$ cat src/rtl/irqc_pkg.sv
package irqc_pkg;
   typedef enum logic [1:0] {
      ACC_NONE = 2'd0,
      ACC_PEND = 2'd1,
      ACC_MASK = 2'd2,
      ACC_CTRL = 2'd3
   } acc_kind_e;

   function automatic int idx_width(input int n);
      return (n > 1) ? $clog2(n) : 1;
   endfunction
endpackage

$ cat src/rtl/irqc_bus_dec.sv
module irqc_bus_dec
   import irqc_pkg::*;
#(
   parameter int NUM_CAT = 4,
   parameter int ADDR_W  = 4,
   localparam int IDX_W  = idx_width(NUM_CAT)
) (
   input  logic [ADDR_W-1:0]  addr_i,
   input  logic               rd_i,
   input  logic               wr_i,
   output acc_kind_e          kind_o,
   output logic [IDX_W-1:0]   idx_o,
   output logic [NUM_CAT-1:0] pend_rd_sel_o,
   output logic [NUM_CAT-1:0] mask_wr_sel_o,
   output logic               ctrl_wr_o
);
   localparam int CTRL_ADDR = 2 * NUM_CAT;

   always_comb begin
      int av;
      av     = int'(addr_i);
      kind_o = ACC_NONE;
      idx_o  = '0;
      if (av < NUM_CAT) begin
         kind_o = ACC_PEND;
         idx_o  = IDX_W'(av);
      end else if (av < CTRL_ADDR) begin
         kind_o = ACC_MASK;
         idx_o  = IDX_W'(av - NUM_CAT);
      end else if (av == CTRL_ADDR) begin
         kind_o = ACC_CTRL;
      end
   end

   for (genvar k = 0; k < NUM_CAT; k++) begin : g_sel
      assign pend_rd_sel_o[k] = rd_i && (kind_o == ACC_PEND) && (idx_o == IDX_W'(k));
      assign mask_wr_sel_o[k] = wr_i && (kind_o == ACC_MASK) && (idx_o == IDX_W'(k));
   end

   assign ctrl_wr_o = wr_i && (kind_o == ACC_CTRL);
endmodule

$ cat src/rtl/irqc_cat_reg.sv
module irqc_cat_reg #(
   parameter int           W        = 8,
   parameter logic [W-1:0] MASK_RST = '1
) (
   input  logic         clk_i,
   input  logic         rst_ni,
   input  logic [W-1:0] evt_i,
   input  logic         rd_clr_i,
   input  logic         ack_clr_i,
   input  logic         mask_we_i,
   input  logic [W-1:0] mask_wd_i,
   output logic [W-1:0] pend_o,
   output logic [W-1:0] mask_o,
   output logic         req_o
);
   logic [W-1:0] pend_q, mask_q, evt_live, pend_d;
   logic         clr;

   assign evt_live = evt_i & ~mask_q;
   assign clr      = rd_clr_i | ack_clr_i;
   assign pend_d   = (clr ? '0 : pend_q) | evt_live;

   always_ff @(posedge clk_i or negedge rst_ni) begin
      if (!rst_ni) begin
         pend_q <= '0;
         mask_q <= MASK_RST;
      end else begin
         pend_q <= pend_d;
         if (mask_we_i) mask_q <= mask_wd_i;
      end
   end

   assign pend_o = pend_q;
   assign mask_o = mask_q;
   assign req_o  = |(pend_q & ~mask_q);


   masked_evt_drop_chk: assert property (@(posedge clk_i) disable iff (!rst_ni)
      ((pend_q & ~$past(pend_q) & ~$past(evt_i & ~mask_q)) == '0));


   rd_clear_chk: assert property (@(posedge clk_i) disable iff (!rst_ni)
      rd_clr_i |=> ((pend_q & ~$past(evt_i & ~mask_q)) == '0));


   evt_keep_chk: assert property (@(posedge clk_i) disable iff (!rst_ni)
      (|(evt_i & ~mask_q)) |=> ((pend_q & $past(evt_i & ~mask_q)) == $past(evt_i & ~mask_q)));
endmodule

$ cat src/rtl/irqc_ack.sv
module irqc_ack (
   input  logic clk_i,
   input  logic rst_ni,
   input  logic wr_i,
   input  logic bit_i,
   output logic ack_o,
   output logic clr_o
);
   logic ack_q;

   assign clr_o = wr_i && (bit_i != ack_q);

   always_ff @(posedge clk_i or negedge rst_ni) begin
      if (!rst_ni)   ack_q <= 1'b0;
      else if (wr_i) ack_q <= bit_i;
   end

   assign ack_o = ack_q;


   ack_flip_chk: assert property (@(posedge clk_i) disable iff (!rst_ni)
      clr_o |=> (ack_q != $past(ack_q)));
endmodule

$ cat src/rtl/irqc_top.sv
module irqc_top
   import irqc_pkg::*;
#(
   parameter int NUM_CAT          = 4,
   parameter int CAT_W            = 8,
   parameter int ADDR_W           = 4,
   parameter bit MASK_RESET_BLOCK = 1'b1,
   parameter bit REQ_REG          = 1'b0
) (
   input  logic                     clk_i,
   input  logic                     rst_ni,
   input  logic [NUM_CAT*CAT_W-1:0] evt_i,
   input  logic [ADDR_W-1:0]        bus_addr_i,
   input  logic                     bus_rd_i,
   input  logic                     bus_wr_i,
   input  logic [CAT_W-1:0]         bus_wdata_i,
   output logic [CAT_W-1:0]         bus_rdata_o,
   output logic                     irq_oe_o,
   output logic                     irq_n_o
);
   localparam int IDX_W = idx_width(NUM_CAT);
   localparam logic [CAT_W-1:0] MASK_RST_VAL = MASK_RESET_BLOCK ? '1 : '0;

   if (NUM_CAT < 1 || NUM_CAT > 64) begin : g_bad_cat
      $error("irqc_top: NUM_CAT out of range");
   end
   if (CAT_W < 1) begin : g_bad_w
      $error("irqc_top: CAT_W must be positive");
   end
   if (ADDR_W > 16 || (2 * NUM_CAT) >= (1 << ADDR_W)) begin : g_bad_addr
      $error("irqc_top: ADDR_W cannot hold the register map");
   end

   acc_kind_e          kind;
   logic [IDX_W-1:0]   idx;
   logic [NUM_CAT-1:0] pend_rd_sel, mask_wr_sel, cat_req, evt_live;
   logic               ctrl_wr, ack_q, ack_clr;
   logic [CAT_W-1:0]   pend_w [NUM_CAT];
   logic [CAT_W-1:0]   mask_w [NUM_CAT];
   logic [CAT_W-1:0]   rd_next, rdata_q;

   irqc_bus_dec #(.NUM_CAT(NUM_CAT), .ADDR_W(ADDR_W)) u_dec (
      .addr_i        (bus_addr_i),
      .rd_i          (bus_rd_i),
      .wr_i          (bus_wr_i),
      .kind_o        (kind),
      .idx_o         (idx),
      .pend_rd_sel_o (pend_rd_sel),
      .mask_wr_sel_o (mask_wr_sel),
      .ctrl_wr_o     (ctrl_wr)
   );

   irqc_ack u_ack (
      .clk_i  (clk_i),
      .rst_ni (rst_ni),
      .wr_i   (ctrl_wr),
      .bit_i  (bus_wdata_i[0]),
      .ack_o  (ack_q),
      .clr_o  (ack_clr)
   );

   for (genvar k = 0; k < NUM_CAT; k++) begin : g_cat
      irqc_cat_reg #(.W(CAT_W), .MASK_RST(MASK_RST_VAL)) u_cat (
         .clk_i     (clk_i),
         .rst_ni    (rst_ni),
         .evt_i     (evt_i[k*CAT_W +: CAT_W]),
         .rd_clr_i  (pend_rd_sel[k]),
         .ack_clr_i (ack_clr),
         .mask_we_i (mask_wr_sel[k]),
         .mask_wd_i (bus_wdata_i),
         .pend_o    (pend_w[k]),
         .mask_o    (mask_w[k]),
         .req_o     (cat_req[k])
      );
      assign evt_live[k] = |(evt_i[k*CAT_W +: CAT_W] & ~mask_w[k]);
   end

   always_comb begin
      rd_next = '0;
      if (kind == ACC_CTRL) begin
         rd_next = CAT_W'(ack_q);
      end else begin
         for (int k = 0; k < NUM_CAT; k++) begin
            if (idx == IDX_W'(k)) begin
               if (kind == ACC_PEND)      rd_next = pend_w[k];
               else if (kind == ACC_MASK) rd_next = mask_w[k];
            end
         end
      end
   end

   always_ff @(posedge clk_i or negedge rst_ni) begin
      if (!rst_ni)       rdata_q <= '0;
      else if (bus_rd_i) rdata_q <= rd_next;
   end

   assign bus_rdata_o = rdata_q;
   assign irq_n_o     = 1'b0;

   if (REQ_REG) begin : g_req_reg
      logic req_q;
      always_ff @(posedge clk_i or negedge rst_ni) begin
         if (!rst_ni) req_q <= 1'b0;
         else         req_q <= |cat_req;
      end
      assign irq_oe_o = req_q;
   end else begin : g_req_comb
      assign irq_oe_o = |cat_req;


      ack_release_chk: assert property (@(posedge clk_i) disable iff (!rst_ni)
         (ack_clr && !(|evt_live)) |=> !irq_oe_o);
   end


   rdata_hold_chk: assert property (@(posedge clk_i) disable iff (!rst_ni)
      !bus_rd_i |=> $stable(bus_rdata_o));
endmodule

$ cat config.mk
export PLATFORM = sky130hd
export DESIGN_NAME = irqc_top
export DESIGN_NICKNAME = d
export VERILOG_FILES = /design/src/rtl/irqc_pkg.sv /design/src/rtl/irqc_bus_dec.sv /design/src/rtl/irqc_cat_reg.sv /design/src/rtl/irqc_ack.sv /design/src/rtl/irqc_top.sv
export SDC_FILE = /design/constraint.sdc
export NUM_CORES = 1
export LEC_CHECK = 0
export BUFFER_PORTS_ARGS = -buffer_cell sky130_fd_sc_hd__buf_4
export CAP_MARGIN = 0
export CORE_MARGIN = 4
export CORE_UTILIZATION = 45
export CTS_BUF_LIST = sky130_fd_sc_hd__clkbuf_4 sky130_fd_sc_hd__clkbuf_8
export DETAILED_ROUTE_END_ITERATION = 8
export GPL_ROUTABILITY_DRIVEN = 0
export MAX_ROUTING_LAYER = met4
export PLACE_DENSITY = 0.66
export SLEW_MARGIN = 10
export SYNTH_ARGS = -nofsm -noshare
export SYNTH_HDL_FRONTEND = slang
export SYNTH_SLANG_ARGS = --single-unit
export TNS_END_PERCENT = 30
$ cat constraint.sdc
create_clock -name clk_i -period 2.15 [get_ports clk_i]
set_input_delay 0.1075 -clock clk_i [delete_from_list [all_inputs] [get_ports clk_i]]
set_output_delay 0.1075 -clock clk_i [all_outputs]
set_load 0.02 [all_outputs]
==> results of run 1 <==
-- cells in the final DEF, fill, tap and decap left out, types with 2 or more instances in the layout --
cell	synthesis	final
mux2i_1	22	22
o22ai_1	19	19
dfstp_2	32	32
clkbuf_8	0	9
nand2_1	45	45
nor2_4	2	2
clkbuf_4	0	3
a21oi_1	6	6
dlygate4sd3_1	0	4
o21ai_1	6	6
buf_4	3	59
a22oi_1	6	6
nor2b_1	2	2
o211ai_1	7	7
nor3b_1	2	2
o21ai_0	34	34
nand4_1	6	6
inv_1	72	72
or3b_2	2	2
clkinv_2	0	3
dfrtp_1	41	41
mux2_2	33	33
a32oi_1	4	4
nor4_1	5	5
-- report_power, final --
part,total [mW],switching [mW],internal [mW]
clock,1.05,0.484,0.570
combinational,0.595,0.296,0.299
sequential,1.81,0.162,1.64
-- state kept, by name, indices dropped and copies added, names as in the netlist --
name,count
g_cat.u_cat.mask_o,32
g_cat.u_cat.pend_o,32
bus_rdata_o,8
u_ack.ack_o,1
-- worst paths after layout --
path / to / slack (ns) / start
worst max-delay path: irq_oe_o / 0.28 / g_cat[1].u_cat.mask_o[7]
worst min-delay path: g_cat[0].u_cat.pend_o[1] / 0.01 / evt_i[1]
worst max register to register: g_cat[1].u_cat.pend_o[5] / 0.31 / u_ack.ack_o
worst min register to register: g_cat[0].u_cat.pend_o[6] / 0.49 / g_cat[0].u_cat.pend_o[6]
max in group asynchronous: g_cat[1].u_cat.pend_o[4] / 1.09 / rst_ni
min in group asynchronous: g_cat[1].u_cat.pend_o[0] / 0.44 / rst_ni
-- logic make-up after synthesis --
family | count (synthesis) | synth area share, %
XOR/XNOR | 1 | 0.234
multiplexers | 55 | 15.8
AND/OR/NAND/NOR | 73 | 10.8
other | 1 | 0.100
AO/OA/AOI/OAI | 87 | 14.1
buffers and inverters | 84 | 9.07
flip-flops | 73 | 49.9
-- routing by layer --
metal / GRT usage, % / vias up / routed length (um)
li1: - / 1403 / -
met1: 29.2 / 1413 / 4540
met2: 30.5 / 104 / 4490
met3: 4.77 / 20 / 571
met4: 6.30 / 0 / 178
met5: - / - / 0
-- worst reg2reg max path, stage by stage, from the launching register on --
cell	delay [ns]
dfrtp_1	0.40
xor2_1	0.18
a32oi_1	0.92
nand2_1	0.12
o21ai_0	0.12
-- through the flow --
step,util (%),hold slack [ns]
floorplan,-,-0.188
global placement,54.0,0.304
detailed placement,54.0,0.306
CTS,57.0,0.00365
global route,57.0,0.00706
finish,57.0,0.0125
-- area by class of cell --
class	instances	area, um2
multi-input cells	217	1530
clock inverters	4	45.0
flip-flops and latches	73	1870
inverters	72	270
well taps	102	128
clock buffers	12	146
repair buffers	64	503
fillers	740	3390
==> metrics.txt, run 1 <==
status complete, no violations; WHS Path Cells 3; cells resized by post-CTS repair 0; gr ovfl total 0; crit end category primary output; count of input and output buffers 56; clock sinks 73; CP startpoint kind register; Synth top cells by count inv_1 (72), nand2_1 (45), dfrtp_1 (41); 1st-pass router iterations 4; cts hold-fix bufs 4; Cells after DPL 524; endpoints failing setup 0; antenna viol nets, final 0; PnR Total Power between 3 and 4 mW; Reg clk slew, reported paths around 0.080 ns; RSZ-0062 raised after global routing false; maximum fanout along the worst path 4; Register-to-Register Path Depth 4; die area 9830 um2; die height between 90 and 100 um; Post-Synthesis Cells roughly 370; post-synthesis cell area approximately 3700 um2; Antenna Cells 0; H-tree lvl count 3; type of the worst min-delay path in -> reg; Starting Density 47.4%; sequential fraction of the synthesis area 49.9%; number of synthesized flops with an enable pin 0; Final HPWL DP approximately 6700 um; final period utilization 87.1%; Worst Tran Pin Value around 1.2 ns; first-pass GRT wire length approximately 15000 um; Worst Path Buf+Inv 1; top cell type's share of synthesized area between 20% and 30%; top_reg_cell synth dfrtp_1; fin nets approximately 490; Finished Layout Cells 544; VDD IR-drop max 0.389 mV; dpl cell area about 4300 um2; syn_area_per_cell 10.0 um2; cell breakdown of the critical path o22ai_1, nor4_1, nand4_1, buf_4; minimum clock period around 1.9 ns; Crit Path Class reg -> out; share of cells above drive strength 1 between 30% and 40%; number of vias per cell 5.40; Crit path required time just over 2 ns; Worst Clk Skew roughly 0.013 ns; final worst setup slack approximately 0.28 ns; worst path arrival time ~1.8 ns; dpl ws ~0.34 ns; count leader, synth inv_1; DRC errors left 0; Slew headroom 19.5%; post-route cell area 4490 um2; Syn. warnings 0; DR iter-0 viols ~190; Row Count 32; post-synthesis async set-or-reset flop share 100%; core footprint ~7900 um2; final slew viol count 0; power per standard cell area just under 800 nW/um2; CP peak stage delay 0.57 ns; Tot GR Track Use about a fifth; Routed WL slightly below 10000 um; leakage approximately 2.3 nW; setup TNS 0 ns; Synth Register Bits 73; distinct cell type count after synthesis 40; vias in the first global route between 2000 and 3000; TritonCTS clock tree yes; max-cap violations 0; syn_nets between 400 and 500; Largest delay share family, worst path flip-flops; Crit path depth 4; Synth area leader dfrtp_1; Worst path slowest cell dfstp_2; Clk Latency, worst-skew pair between 0.3 and 0.4 ns; clk buf depth 2; CTS Root Cell clkbuf_8; area grow syn2layout 20.1%; CTS Buf Count 9; Die W 99.2 um; routed vias 2940; largest net degree at the start of global routing 74; endpoints failing hold 0; Synth area leaders dfrtp_1 (27%), dfstp_2 (22%), mux2_2 (9.9%); fmax ~530 MHz; routed length per instance about 18 um; initial antenna violation count 0; Setup Fix Bufs, Post-CTS 0; I/O pins just under 60
(Power assumes the default switching activity.)
==> run 2, diff against run 1 <==
--- a/config.mk
+++ b/config.mk
@@ -12,7 +12,6 @@
 export CTS_BUF_LIST = sky130_fd_sc_hd__clkbuf_4 sky130_fd_sc_hd__clkbuf_8
 export DETAILED_ROUTE_END_ITERATION = 8
 export GPL_ROUTABILITY_DRIVEN = 0
-export MAX_ROUTING_LAYER = met4
 export PLACE_DENSITY = 0.66
 export SLEW_MARGIN = 10
 export SYNTH_ARGS = -nofsm -noshare
==> metrics.txt, run 2 (synthesis gave the netlist of run 1 again) <==
gr ovfl total 0; number of vias per cell 5.37; initial antenna violation count 0; Antenna Cells 0; status complete, no violations; 1st-pass router iterations 4; Setup Fix Bufs, Post-CTS 0; max-cap violations 0; cell breakdown of the critical path o22ai_1, nor4_1, nand4_1, buf_4; routed vias 2920; endpoints failing setup 0; Register-to-Register Path Depth 4; first-pass GRT wire length about 15000 um; I/O pins a little under 60; CTS Root Cell clkbuf_8; clk buf depth 2; final period utilization 87.4%; Worst Clk Skew 0.0107 ns; leakage between 2 and 2.5 nW; met3 GRT Util about 4.8%; largest net degree at the start of global routing 74; Row Count 32; RSZ-0062 raised after global routing false; minimum clock period between 1.5 and 2 ns; Final HPWL DP around 6700 um; busiest layer in global routing met2; crit end category primary output; DRC errors left 0; endpoints failing hold 0; Crit path required time 2.04 ns; routed length per instance 17.9 um; vias in the first global route 2892; fmax 532 MHz; PnR Total Power between 3 and 4 mW; area grow syn2layout 20.1%; met1 Usage GRT 29.1%; VDD IR-drop max just under 0.4 mV; count of input and output buffers 56; clock sinks between 70 and 80; CP peak stage delay about 0.57 ns; Worst Tran Pin Value 1.21 ns; cells resized by post-CTS repair 0; WHS Path Cells 3; most common cell after layout, fill and taps aside inv_1; antenna viol nets, final 0; met2 global-route usage a little under a third; most frequent cells in the layout inv_1 (72), buf_4 (59), nand2_1 (45); maximum fanout along the worst path 4; Crit Path Class reg -> out; Worst path slowest cell dfstp_2; Tot GR Track Use 20.3%; power per standard cell area just under 800 nW/um2; CTS Buf Count 9; die area ~9800 um2; Starting Density about 47%; Reg clk slew, reported paths approximately 0.080 ns; TritonCTS clock tree yes; share of cells above drive strength 1 approximately 34%; fin nets about 490; Die W between 90 and 100 um; core footprint just under 8000 um2; CP startpoint kind register; Clk Latency, worst-skew pair around 0.34 ns; die height 99.2 um; type of the worst min-delay path in -> reg; worst path arrival time between 1.5 and 2 ns; H-tree lvl count 3; final slew viol count 0; Slew headroom about a fifth; Routed WL around 10000 um; DR iter-0 viols 210; # fillers 740; setup TNS 0 ns
[run 2: cell counts in the layout (fill, tap and decap cells not counted)]
No cell type changed its count.
[run 2: cell type report]
| type | count | area [um2] | area share [%] |
|---|---|---|---|
| Sequential cell | 73 | 1870 | 41.5 |
| Multi-Input combinational cell | 217 | 1530 | 34.1 |
| Timing Repair Buffer | 64 | 503 | 11.2 |
| Inverter | 72 | 270 | 6.02 |
| Clock buffer | 12 | 146 | 3.26 |
| Tap cell | 102 | 128 | 2.84 |
| Clock inverter | 4 | 45.0 | 1.00 |
[run 2: power by group]
group	switching (mW)	total [mW]	internal [mW]
Clock	0.485	1.06	0.570
Sequential	0.162	1.81	1.64
Combinational	0.294	0.593	0.299
[run 2: timing repair]
action | 4_1_cts | 5_1_grt
setup endpoints to repair | 0 | 0
hold buffers | 4 | 0
endpoints found under the hold margin | 44 | 0
[run 2: final timing paths]
kind / from / slack, ns / to
setup / recovery: g_cat[1].u_cat.mask_o[7] / 0.27 / irq_oe_o
hold / removal: evt_i[1] / 0.01 / g_cat[0].u_cat.pend_o[1]
setup reg to reg: u_ack.ack_o / 0.31 / g_cat[0].u_cat.pend_o[5]
hold reg to reg: g_cat[0].u_cat.pend_o[6] / 0.49 / g_cat[0].u_cat.pend_o[6]
max in group asynchronous: rst_ni / 1.10 / g_cat[3].u_cat.pend_o[3]
min in group asynchronous: rst_ni / 0.44 / g_cat[1].u_cat.pend_o[0]
[run 2: critical path, delay by kind of cell (launching register included)]
family / cells / cell delay, ns
AOI/OAI and AO/OA: 1 / 0.11
and+or+nand+nor: 2 / 0.54
buffers and inverters: 1 / 0.21
DFF: 1 / 0.57
[run 2: routing by layer]
layer  vias up  routed length [um]
met5         -                   0
li1       1404                   -
met2       111                4480
met4         0                 155
met1      1391                4380
met3        14                 705
[run 2: per-stage QoR]
stage / utilization, % / worst slack, ns / instance area (um2) / hold WS (ns) / cells
after floorplan: - / 0.810 / 3740 / -0.188 / 374
after global placement: 54.0 / 0.374 / 4260 / 0.304 / 524
after detailed placement: 54.0 / 0.335 / 4260 / 0.306 / 524
after CTS: 57.0 / 0.258 / 4490 / 0.00365 / 544
after global routing: 57.0 / 0.163 / 4490 / 0.00713 / 544
final: 57.0 / 0.272 / 4490 / 0.0124 / 544
